--- src/rtl/pwu_pkg.sv ---
// Package: shared constants and types for the write-unlock controller.
// Assumes a byte-wide single-cycle register bus with at most one strobe per cycle.
package pwu_pkg;

    // Register kinds within one port instance; the order fixes the address offset.
    typedef enum logic [2:0] {
        KIND_DATA  = 3'd0,
        KIND_MODE  = 3'd1,
        KIND_MCTL  = 3'd2,
        KIND_SHUT  = 3'd3,
        KIND_SSTAT = 3'd4
    } kind_e;

    localparam int KINDS_PER_PORT = 5;
    localparam int CMD_ADDR       = 0;
    localparam int STAT_ADDR      = 1;
    localparam int PROT_BASE      = 2;

    // Result of decoding one bus address.
    typedef struct packed {
        logic is_cmd;
        logic is_stat;
        logic is_prot;
    } hit_t;

endpackage

--- src/rtl/pwu_decode.sv ---
// Module: pwu_decode
// Turns a bus address into command/status/protected hits plus a one-hot
// select over the protected registers. Purely combinational.
// Assumes the protected block starts at PROT_BASE and is contiguous.
module pwu_decode
    import pwu_pkg::*;
#(
    parameter int ADDR_W   = 4,
    parameter int NUM_PROT = 10
) (
    input  logic [ADDR_W-1:0]   addr,
    output hit_t                hit,
    output logic [NUM_PROT-1:0] sel
);

    // One comparator per protected register.
    for (genvar i = 0; i < NUM_PROT; i++) begin : g_sel
        assign sel[i] = (addr == ADDR_W'(PROT_BASE + i));
    end

    // Fixed-location registers and the protected-range summary.
    always_comb begin
        hit.is_cmd  = (addr == ADDR_W'(CMD_ADDR));
        hit.is_stat = (addr == ADDR_W'(STAT_ADDR));
        hit.is_prot = |sel;
    end

endmodule

--- src/rtl/pwu_seq.sv ---
// Module: pwu_seq
// Unlock sequencer: holds the one-shot arm bit and the sticky error flag,
// and decides whether the current write may commit to a protected register.
// Assumes bus_wr and bus_rd are never high together.
module pwu_seq
    import pwu_pkg::*;
(
    input  logic clk,
    input  logic rst_n,
    input  logic bus_wr,
    input  logic bus_rd,
    input  logic bus_dma,
    input  hit_t hit,
    input  logic wdata_lsb,
    output logic armed,
    output logic err,
    output logic commit,
    output logic int_hold
);

    logic cpu_wr;
    logic dma_rd;
    logic abort;
    logic lock_hit;
    logic clr_req;
    logic armed_q;
    logic err_q;

    // Classify the current cycle against the arm state.
    always_comb begin
        cpu_wr   = bus_wr & ~bus_dma;
        dma_rd   = bus_rd & bus_dma;
        commit   = armed_q & cpu_wr & hit.is_prot;
        abort    = armed_q & ((bus_wr & ~(cpu_wr & hit.is_prot)) | dma_rd);
        lock_hit = ~armed_q & bus_wr & hit.is_prot;
        clr_req  = bus_wr & hit.is_stat & ~wdata_lsb;
    end

    // Arm on any command store, disarm on any other write or DMA cycle.
    always_ff @(posedge clk) begin
        if (!rst_n) begin
            armed_q <= 1'b0;
        end else if (bus_wr && hit.is_cmd) begin
            armed_q <= 1'b1;
        end else if (bus_wr || dma_rd) begin
            armed_q <= 1'b0;
        end
    end

    // Sticky error: setting wins over a clear in the same cycle.
    always_ff @(posedge clk) begin
        if (!rst_n) begin
            err_q <= 1'b0;
        end else if (abort || lock_hit) begin
            err_q <= 1'b1;
        end else if (clr_req) begin
            err_q <= 1'b0;
        end
    end

    // Hold interrupts from the command store until the unlock is consumed.
    assign int_hold = armed_q | (bus_wr & hit.is_cmd);
    assign armed    = armed_q;
    assign err      = err_q;

endmodule

--- src/rtl/pwu_bank.sv ---
// Module: pwu_bank
// Storage for the protected registers. A register loads only when the
// sequencer grants a commit and the decoder selects it.
// Assumes sel is one-hot or zero.
module pwu_bank #(
    parameter int NUM_PROT = 10,
    parameter int DATA_W   = 8
) (
    input  logic                       clk,
    input  logic                       rst_n,
    input  logic                       commit,
    input  logic [NUM_PROT-1:0]        sel,
    input  logic [DATA_W-1:0]          wdata,
    output logic [NUM_PROT*DATA_W-1:0] q
);

    for (genvar i = 0; i < NUM_PROT; i++) begin : g_reg
        logic [DATA_W-1:0] r_q;

        // Load register i on a granted write that targets it.
        always_ff @(posedge clk) begin
            if (!rst_n) begin
                r_q <= '0;
            end else if (commit && sel[i]) begin
                r_q <= wdata;
            end
        end

        assign q[i*DATA_W +: DATA_W] = r_q;
    end

endmodule

--- src/rtl/pwu_ctrl.sv ---
// Module: pwu_ctrl (top)
// Write-unlock controller for a bank of protected port registers.
// Ties the decoder, sequencer and register bank together and forms read data.
// Assumes a single-cycle bus with at most one strobe per cycle and that
// ADDR_W covers PROT_BASE + NUM_PORTS*KINDS_PER_PORT addresses.
module pwu_ctrl
    import pwu_pkg::*;
#(
    parameter int NUM_PORTS = 2,
    parameter int DATA_W    = 8,
    parameter int ADDR_W    = 4
) (
    input  logic                                       clk,
    input  logic                                       rst_n,
    input  logic                                       bus_wr,
    input  logic                                       bus_rd,
    input  logic                                       bus_dma,
    input  logic [ADDR_W-1:0]                          bus_addr,
    input  logic [DATA_W-1:0]                          bus_wdata,
    output logic [DATA_W-1:0]                          bus_rdata,
    output logic                                       int_hold,
    output logic                                       prot_err,
    output logic [NUM_PORTS*KINDS_PER_PORT*DATA_W-1:0] prot_q
);

    localparam int NUM_PROT = NUM_PORTS * KINDS_PER_PORT;

    hit_t                hit;
    logic [NUM_PROT-1:0] sel;
    logic                armed;
    logic                err;
    logic                commit;

    pwu_decode #(
        .ADDR_W   (ADDR_W),
        .NUM_PROT (NUM_PROT)
    ) u_dec (
        .addr (bus_addr),
        .hit  (hit),
        .sel  (sel)
    );

    pwu_seq u_seq (
        .clk       (clk),
        .rst_n     (rst_n),
        .bus_wr    (bus_wr),
        .bus_rd    (bus_rd),
        .bus_dma   (bus_dma),
        .hit       (hit),
        .wdata_lsb (bus_wdata[0]),
        .armed     (armed),
        .err       (err),
        .commit    (commit),
        .int_hold  (int_hold)
    );

    pwu_bank #(
        .NUM_PROT (NUM_PROT),
        .DATA_W   (DATA_W)
    ) u_bank (
        .clk    (clk),
        .rst_n  (rst_n),
        .commit (commit),
        .sel    (sel),
        .wdata  (bus_wdata),
        .q      (prot_q)
    );

    // Read mux: status bit, or the selected protected register, else zero.
    always_comb begin
        bus_rdata = '0;
        if (hit.is_stat) begin
            bus_rdata = DATA_W'(err);
        end
        for (int i = 0; i < NUM_PROT; i++) begin
            if (sel[i]) begin
                bus_rdata = prot_q[i*DATA_W +: DATA_W];
            end
        end
    end

    assign prot_err = err;

endmodule

--- config.mk ---
export PLATFORM = sky130hd
export DESIGN_NAME = pwu_ctrl
export DESIGN_NICKNAME = d
export VERILOG_FILES = /design/src/rtl/pwu_pkg.sv /design/src/rtl/pwu_decode.sv /design/src/rtl/pwu_seq.sv /design/src/rtl/pwu_bank.sv /design/src/rtl/pwu_ctrl.sv
export SDC_FILE = /design/constraint.sdc
export NUM_CORES = 1
export LEC_CHECK = 0
export BUFFER_PORTS_ARGS = -buffer_cell sky130_fd_sc_hd__buf_4
export CORE_ASPECT_RATIO = 0.7
export CORE_MARGIN = 2
export CORE_UTILIZATION = 45
export DETAILED_ROUTE_END_ITERATION = 16
export GPL_TIMING_DRIVEN = 0
export PLACE_DENSITY = 0.69
export REMOVE_ABC_BUFFERS = 1
export SETUP_SLACK_MARGIN = 0.3
export SKIP_CTS_REPAIR_TIMING = 1
export SLEW_MARGIN = 10
export SYNTH_ARGS = -nofsm -noshare
export SYNTH_HDL_FRONTEND = slang
export SYNTH_SLANG_ARGS = --single-unit
--- constraint.sdc ---
create_clock -name clk -period 1.8 [get_ports clk]
set_input_delay 0.36 -clock clk [delete_from_list [all_inputs] [get_ports clk]]
set_output_delay 0.36 -clock clk [all_outputs]
set_load 0.01 [all_outputs]
==> impl_metrics.yaml, run 1 <==
timing:
  hold_ws_ns: 0.337
  fin_crit_sh_pct: 107
  drv_slew: 0
  max_slew.worst_pin.slew_ns: 0.843
  finalHoldViolCount: 0
  fin_skew_ns: 0.00578
  max_slew_margin_pct: 43.8
  finalCriticalPeriod_ns: 1.92
  postLayoutSetupSlackWorst_ns: -0.122
  tns_ns: -0.554
  fmax_ghz: 0.520
  report.final.setup_viol: 9
  grt_setup_unrepaired: "yes"
logic_synthesis:
  synth-edff-count: 0
  synthDistinctLibCells: 48
  syn_area_um2: 4100
  synth-seq-cells: 82
  yosys.area.top_type: "dfxtp_1"
  synthTopCellsByCount: "mux2i_1 (85), dfxtp_1 (82), nor2b_1 (69)"
  synth_top_area_share_pct: 40.0
  yosysMostFrequentCell: "mux2i_1"
  ys_warn_count: 0
  yosys-top-cells-area: "dfxtp_1 (40%), mux2i_1 (21%), nor2b_1 (11%)"
  synth_sequential_area_ratio_pct: 40.0
  ys_async_sr_fraction_pct: 0
  syn_area_per_cell_um2: 9.65
  synth_cells: 425
  synth-main-ff-cell: "dfxtp_1"
layout:
  drive_gt1_share_pct: 39.2
  utilization_pct: 65.5
  areaGrowthSynthToFinish_pct: 43.1
  fin_cells: 673
  nets: 562
  antenna_cells: 0
  fillerInstances: 699
critical_path:
  ff2ff_setup_slack_ns: 0.26
  startpoint: "u_bank.g_reg[2].r_q[3]"
  r2r-start: "u_seq.armed"
  cpMaxStageDelayCell: "dfxtp_2"
  path_cells: "mux2_4 -> o221ai_2 -> o311a_1 -> o22ai_2 -> buf_4"
  worstPathMaxFanout: 2
  cp.arrival_ns: 1.56
  crit_buf_inv: 1
  critical_path_class: "flip-flop to output port"
  worstSetupStartpointType: "flip-flop"
  worstPathRequired_ns: 1.44
  worst_path_largest_cell_delay_ns: 0.32
  reg2reg_to: "u_bank.g_reg[4].r_q[0]"
  r2r_cells: 4
  crit_path_end_kind: "output port"
  critPathTopFamily: "compound AO/OA/AOI/OAI gates"
global_route:
  antenna_found_initial: 0
  grt_max_degree: 99
  grt_usage_pct: 23.7
  grt_pass1_vias: 3219
  overflow: 0
  grt_pass1_wl_um: 18200
clocking:
  cts_root_buf: "clkbuf_16"
  cts_htree_levels: 3
  cts_max_path_buffers: 2
  clk_latency_ns: 0.34
  cts.sinks: 82
  numCtsBuffers: 9
  tritoncts: "yes"
  path_clk_slew_ns: 0.06
routing:
  route.detailed.drc: 0
  firstDrtPassIters: 7
  drt-initial-drc-count: 299
  wl_per_cell_um: 20.0
  wirelength_um: 13400
  ant_nets: 0
  via_per_inst: 5.74
  vias: 3863
hold_path:
  whs_endpoint: "u_bank.g_reg[9].r_q[4]"
  hold_path_class: "input pin to flip-flop"
  min_from: "bus_wdata[4]"
  whs_path_depth: 3
floorplan:
  core_area_um2: 8960
  start_util_pct: 45.7
  design.die.area_um2: 9900
  pin_count: 107
  num_rows: 29
  die_y_um: 83.9
  die_w_um: 118
power:
  ir_drop_mv: 0.724
  p_leak_nw: 2.49
  power.density_nw_per_um2: 718
place:
  port_buffers: 106
  placed_cells: 618
  dpl_worst_slack_ns: -0.765
  dp_hpwl_um: 7830
  gp_congestion: 0.846
run:
  cap_violations: 0
status:
  violations: "negative setup slack"
  outcome: "finished with violations"
[layer usage]
metal  wire [um]  part of all wire, %  track usage [%]
met1        6100                   45             34.5
met2        5740                   43             33.3
met3        1290                  9.6             8.06
met4         314                  2.3             6.24
met5           0                    0                0
[flip-flops by register name, indices dropped and copies added (netlist names)]
register	count
u_seq.err	1
u_bank.g.r_q	80
u_seq.armed	1
[area by class of cell]
cell class	instances	area [um^2]	share of cell area, %
multi-input combinational	304	2470	42.1
sequential	82	1660	28.3
timing repair buffer	147	1260	21.4
clock buffer	13	260	4.44
tap	124	155	2.64
clock inverter	2	60.1	1.02
inverter	1	3.75	0.0640
[metrics by stage]
stage	area [um^2]	power, W
final	5870	0.00421
after global routing	5870	0.00432
after CTS	5210	0.00410
after detailed placement	4890	0.00214
after global placement	4880	0.00214
after floorplan	3930	0.00197
[logic make-up (layout without fill, tap and decap cells)]
kind of cell / count (synthesis) / in the layout / synth area share (%)
flip-flops: 82 / 82 / 40.0
buffers and inverters: 39 / 163 / 4.27
AO/OA/AOI/OAI: 63 / 63 / 10.1
AND/OR/NAND/NOR: 148 / 148 / 22.1
multiplexers: 93 / 93 / 23.5
[tightest hold or removal path, cell delays in order]
cell	delay, ns
buf_4	0.14
nand3_1	0.07
o21ai_0	0.06
[worst max path at each step]
stage,endpoint,cells after the start,slack [ns]
after floorplan,u_bank.g_reg[9].r_q[0],3,-0.02
after global placement,u_bank.g_reg[9].r_q[3],4,-1.22
after detailed placement,u_bank.g_reg[1].r_q[5],5,-0.76
after CTS,bus_rdata[7],6,-0.56
after global routing,bus_rdata[3],5,-0.16
final,bus_rdata[3],5,-0.12
[cell usage in the layout (no fill, tap or decap), drive strengths merged, types with 2 or more instances in the layout]
cell    instances
a21oi           4
o221ai          5
nand2          23
bufinv          2
dfxtp          82
nand2b          8
buf           144
nor3b           2
mux4            2
nand3          24
o22ai           4
o21ai          29
mux2            6
nor3            4
a31oi           2
nor2            5
o22a            2
mux2i          85
a21boi          2
clkbuf         16
o311a           3
nand3b          5
nor2b          69
and3b           2
[power by group]
group / switching [W] / internal (W) / leakage [nW]
combinational: 0.000219 / 0.000180 / 1.66
sequential: 0.00000322 / 0.00182 / 0.668
clock: 0.000712 / 0.00128 / 0.156
total: 0.000934 / 0.00328 / 2.49
Note: power is estimated with default switching activity, not from simulation.
==> inputs of run 2 (changes only) <==
- ABC_AREA: unset -> 1
- PLACE_DENSITY: 0.69 -> 0.7
==> impl_metrics.yaml, run 2 <==
routing:
  ant_nets: 0
  vias: 4785
  drt-initial-drc-count: 702
  via_per_inst: 5.96
  wl_per_cell_um: 19.1
  wirelength_um: 15400
  firstDrtPassIters: 6
  route.detailed.drc: 0
logic_synthesis:
  syn_area_um2: 3790
  yosysMostFrequentCell: "nand2_1"
  synth_cells: 543
  synthTopCellsByCount: "nand2_1 (104), a21oi_1 (89), dfxtp_1 (82)"
  synthDistinctLibCells: 21
  yosys.area.top_type: "dfxtp_1"
  yosys-top-cells-area: "dfxtp_1 (43%), a21oi_1 (12%), nand2_1 (10%)"
  ys_async_sr_fraction_pct: 0
  syn_area_per_cell_um2: 6.98
  synth-edff-count: 0
  synth_top_area_share_pct: 43.3
  synth_sequential_area_ratio_pct: 43.3
  synth-main-ff-cell: "dfxtp_1"
  synth-seq-cells: 82
  ys_warn_count: 0
power:
  switching_share_pct: 23.9
  p_leak_nw: 2.46
  p_total_w: 0.00411
  p_clk_share_pct: 45.7
  seqPwrFrac_pct: 44.3
  ir_drop_mv: 0.521
  power.density_nw_per_um2: 687
  p_sw_w: 0.000983
  power_frac_comb_pct: 10.1
  p_int_w: 0.00313
clocking:
  tritoncts: "yes"
  cts_root_buf: "clkbuf_16"
  cts.sinks: 82
  cts_htree_levels: 3
  clk_latency_ns: 0.34
  cts_max_path_buffers: 2
  path_clk_slew_ns: 0.06
  numCtsBuffers: 9
floorplan:
  start_util_pct: 47.4
  pin_count: 107
  die_w_um: 114
  design.die.area_um2: 9190
  die_y_um: 80.8
  num_rows: 27
  core_area_um2: 8010
layout:
  fin_cells: 803
  areaGrowthSynthToFinish_pct: 57.8
  antenna_cells: 0
  drive_gt1_share_pct: 38.6
  fillerInstances: 539
  nets: 714
  largest_register: "u_bank.g.r_q"
  final_common_cell: "buf_4"
  layout_common_cells: "buf_4 (145), a21oi_1 (85), dfxtp_1 (82)"
  largest_reg_flops: 80
global_route:
  met2_usage_pct: 36.5
  grt_pass1_wl_um: 17800
  gr-usage-met1_pct: 36.9
  grt_usage_pct: 24.9
  overflow: 0
  grt_use_met3_pct: 6.04
  grt_pass1_vias: 3473
  grt_max_degree: 50
  top_usage_layer: "met1"
  antenna_found_initial: 0
timing:
  finalCriticalPeriod_ns: 2.01
  max_slew.worst_pin.slew_ns: 0.814
  grt_setup_unrepaired: "yes"
  fin_crit_sh_pct: 112
  finalHoldViolCount: 0
  fmax_ghz: 0.497
  drv_slew: 0
  postLayoutSetupSlackWorst_ns: -0.212
  fin_skew_ns: 0.00327
  report.final.setup_viol: 35
  max_slew_margin_pct: 45.7
critical_path:
  r2r-start: "u_seq.armed"
  reg2reg_to: "u_bank.g_reg[8].r_q[6]"
  ff2ff_setup_slack_ns: 0.20
  cp.arrival_ns: 1.65
  r2r_cells: 9
  worstSetupStartpointType: "input pin"
  critical_path_class: "input pin to output port"
  crit_path_end_kind: "output port"
  worstPathRequired_ns: 1.44
  worstPathMaxFanout: 5
hold_path:
  min_from: "bus_rd"
  hold_path_class: "input pin to flip-flop"
  whs_endpoint: "u_seq.armed"
  whs_path_depth: 4
run:
  cap_violations: 0
place:
  placed_cells: 718
  dpl_worst_slack_ns: -1.09
  dp_hpwl_um: 8100
  gp_congestion: 0.848
  port_buffers: 106
status:
  violations: "negative setup slack"
  outcome: "finished with violations"
[run 2: layout make-up]
class	instances	area, um^2	area share, %
multi-input cells	364	2130	35.6
flip-flops and latches	82	1640	27.4
repair buffers	169	1470	24.5
inverters	69	309	5.17
clock buffers	14	264	4.41
well taps	101	126	2.11
clock inverters	2	35.0	0.586
repair inverters	2	10.0	0.167
[run 2: worst max-delay path by stage]
stage,start,endpoint,cells past startpoint
after floorplan,bus_addr[2],u_bank.g_reg[8].r_q[0],9
after global placement,bus_addr[2],u_bank.g_reg[8].r_q[0],10
after detailed placement,bus_addr[2],u_bank.g_reg[8].r_q[1],10
after CTS,bus_addr[2],u_bank.g_reg[8].r_q[1],10
after global routing,bus_addr[1],bus_rdata[2],10
final,bus_addr[1],bus_rdata[0],10
[run 2: routing by layer]
| layer | routed length (um) | part of all wire (%) |
|---|---|---|
| met1 | 6090 | 40 |
| met3 | 2010 | 13 |
| met2 | 6730 | 44 |
| met4 | 522 | 3.4 |
| met5 | 0 | 0 |
[run 2: stage by stage]
step / instance area [um^2] / setup TNS, ns / util [%] / hold WS, ns
floorplan: 3600 / -10.57 / - / 0.461
global placement: 4520 / -67.26 / 56.5 / 0.461
detailed placement: 4520 / -72.61 / 56.5 / 0.463
CTS: 4820 / -43.92 / 60.2 / 0.324
global route: 5980 / -3.80 / 74.7 / 0.369
finish: 5980 / -2.35 / 74.7 / 0.332
[run 2: worst max-delay path, stage by stage]
cell	delay (ns)
buf_12	0.10
clkinvlp_4	0.13
nor2_4	0.28
nand2_4	0.12
o21ai_2	0.13
nor2_1	0.06
nand3_1	0.12
nand2_1	0.11
nand4_1	0.11
buf_4	0.13
[run 2: logic make-up (layout without fill, tap and decap cells)]
kind of cell    count (synthesis)  after routing  share of synthesized area, %
simple gates                  204            208                          23.9
flops                          82             82                          43.3
compound gates                156            156                          20.9
buf+inv                       101            256                          11.9
[run 2: power by group through the flow]
stage               clock network (W)  logic [W]  registers, W
floorplan                           0   0.000108       0.00186
global placement                    0   0.000226       0.00186
detailed placement                  0   0.000229       0.00186
CTS                           0.00187   0.000230       0.00182
global route                  0.00197   0.000431       0.00182
finish                        0.00188   0.000414       0.00182
==> inputs of run 3 (changes only) <==
- SETUP_SLACK_MARGIN: 0.3 -> 0.2
==> impl_metrics.yaml, run 3 (same netlist as run 2, synthesis figures left out) <==
status:
  outcome: "finished with violations"
  violations: "negative setup slack"
timing:
  grt_setup_unrepaired: "yes"
  fin_crit_sh_pct: 115
  max_slew.worst_pin.slew_ns: 0.814
  max_slew_margin_pct: 45.7
  finalCriticalPeriod_ns: 2.07
  report.final.setup_viol: 8
  finalHoldViolCount: 0
  drv_slew: 0
  postLayoutSetupSlackWorst_ns: -0.273
  fmax_ghz: 0.482
  fin_skew_ns: 0.00467
  hold_ws_ns: 0.347
routing:
  vias: 4543
  drt-initial-drc-count: 608
  ant_nets: 0
  route.detailed.drc: 0
  via_per_inst: 5.74
  wirelength_um: 14500
  wl_per_cell_um: 18.3
  firstDrtPassIters: 7
floorplan:
  die_y_um: 80.8
  start_util_pct: 47.4
  num_rows: 27
  design.die.area_um2: 9190
  core_area_um2: 8010
  pin_count: 107
  die_w_um: 114
critical_path:
  worstSetupStartpointType: "input pin"
  worstPathRequired_ns: 1.44
  crit_path_end_kind: "output port"
  critical_path_class: "input pin to output port"
  ff2ff_setup_slack_ns: 0.29
  worstPathMaxFanout: 6
  cp.arrival_ns: 1.71
layout:
  stdcell_area_um2: 5730
  drive_gt1_share_pct: 35.4
  areaGrowthSynthToFinish_pct: 51.2
  fin_cells: 791
  final_common_cell: "buf_4"
  largest_reg_flops: 80
  antenna_cells: 0
  largest_register: "u_bank.g.r_q"
  layout_common_cells: "buf_4 (141), a21oi_1 (88), nand2_1 (85)"
  nets: 702
global_route:
  grt_usage_pct: 24.9
  grt_pass1_wl_um: 17800
  antenna_found_initial: 0
  grt_pass1_vias: 3473
  grt_max_degree: 50
  overflow: 0
place:
  gp_congestion: 0.848
  placed_cells: 718
  dp_hpwl_um: 8100
  port_buffers: 106
  place_area_um2: 4520
clocking:
  cts_root_buf: "clkbuf_16"
  path_clk_slew_ns: 0.06
  clk_latency_ns: 0.34
  cts_max_path_buffers: 2
  cts_htree_levels: 3
  tritoncts: "yes"
  numCtsBuffers: 9
  cts.sinks: 82
power:
  ir_drop_mv: 0.490
  power.density_nw_per_um2: 711
  p_leak_nw: 2.45
hold_path:
  hold_path_class: "input pin to flip-flop"
run:
  cap_violations: 0
## run 3: path summary, 6_finish.rpt
kind / from / to / cells past startpoint
worst min register to register: u_bank.g_reg[9].r_q[1] / u_bank.g_reg[9].r_q[1] / 2
worst max-delay path: bus_addr[1] / bus_rdata[4] / 10
worst max register to register: u_seq.armed / u_bank.g_reg[5].r_q[0] / 7
worst min-delay path: bus_rd / u_seq.armed / 4
## run 3: per-stage QoR
stage | util [%] | TNS, ns | power (W) | setup slack (ns)
6_report | 71.6 | -1.17 | 0.00408 | -0.273
2_1_floorplan | - | -10.57 | 0.00197 | -0.289
3_3_place_gp | 56.5 | -67.26 | 0.00208 | -1.01
5_1_grt | 71.6 | -1.70 | 0.00418 | -0.326
4_1_cts | 60.2 | -43.92 | 0.00392 | -0.734
3_5_place_dp | 56.5 | -72.61 | 0.00209 | -1.09
## run 3: report_power, final
| group | internal, W | leakage, nW | switching (W) |
|---|---|---|---|
| Sequential | 0.00182 | 0.660 | 0.00000212 |
| Clock | 0.00115 | 0.147 | 0.000720 |
| Combinational | 0.000145 | 1.65 | 0.000240 |
## run 3: layer usage
layer	global-route usage, %	routed length (um)
met1	36.9	6030
met2	36.5	6400
met3	6.04	1620
met4	5.61	452
met5	0	0
## run 3: critical path: stages
cell and delay (ns):
buf_12 0.12, buf_12 0.12, nor2_4 0.25, nand2_4 0.14, o21ai_0 0.26, inv_1 0.08, nand2_1 0.08, nand2_1 0.05
nand4_1 0.10, buf_4 0.14
## run 3: cell type report
class	instances	area, um^2
well taps	101	126
repair inverters	2	10.0
repair buffers	158	1330
clock buffers	14	264
clock inverters	2	35.0
multi-input cells	363	2020
inverters	69	312
flip-flops and latches	82	1640
fillers	595	2270
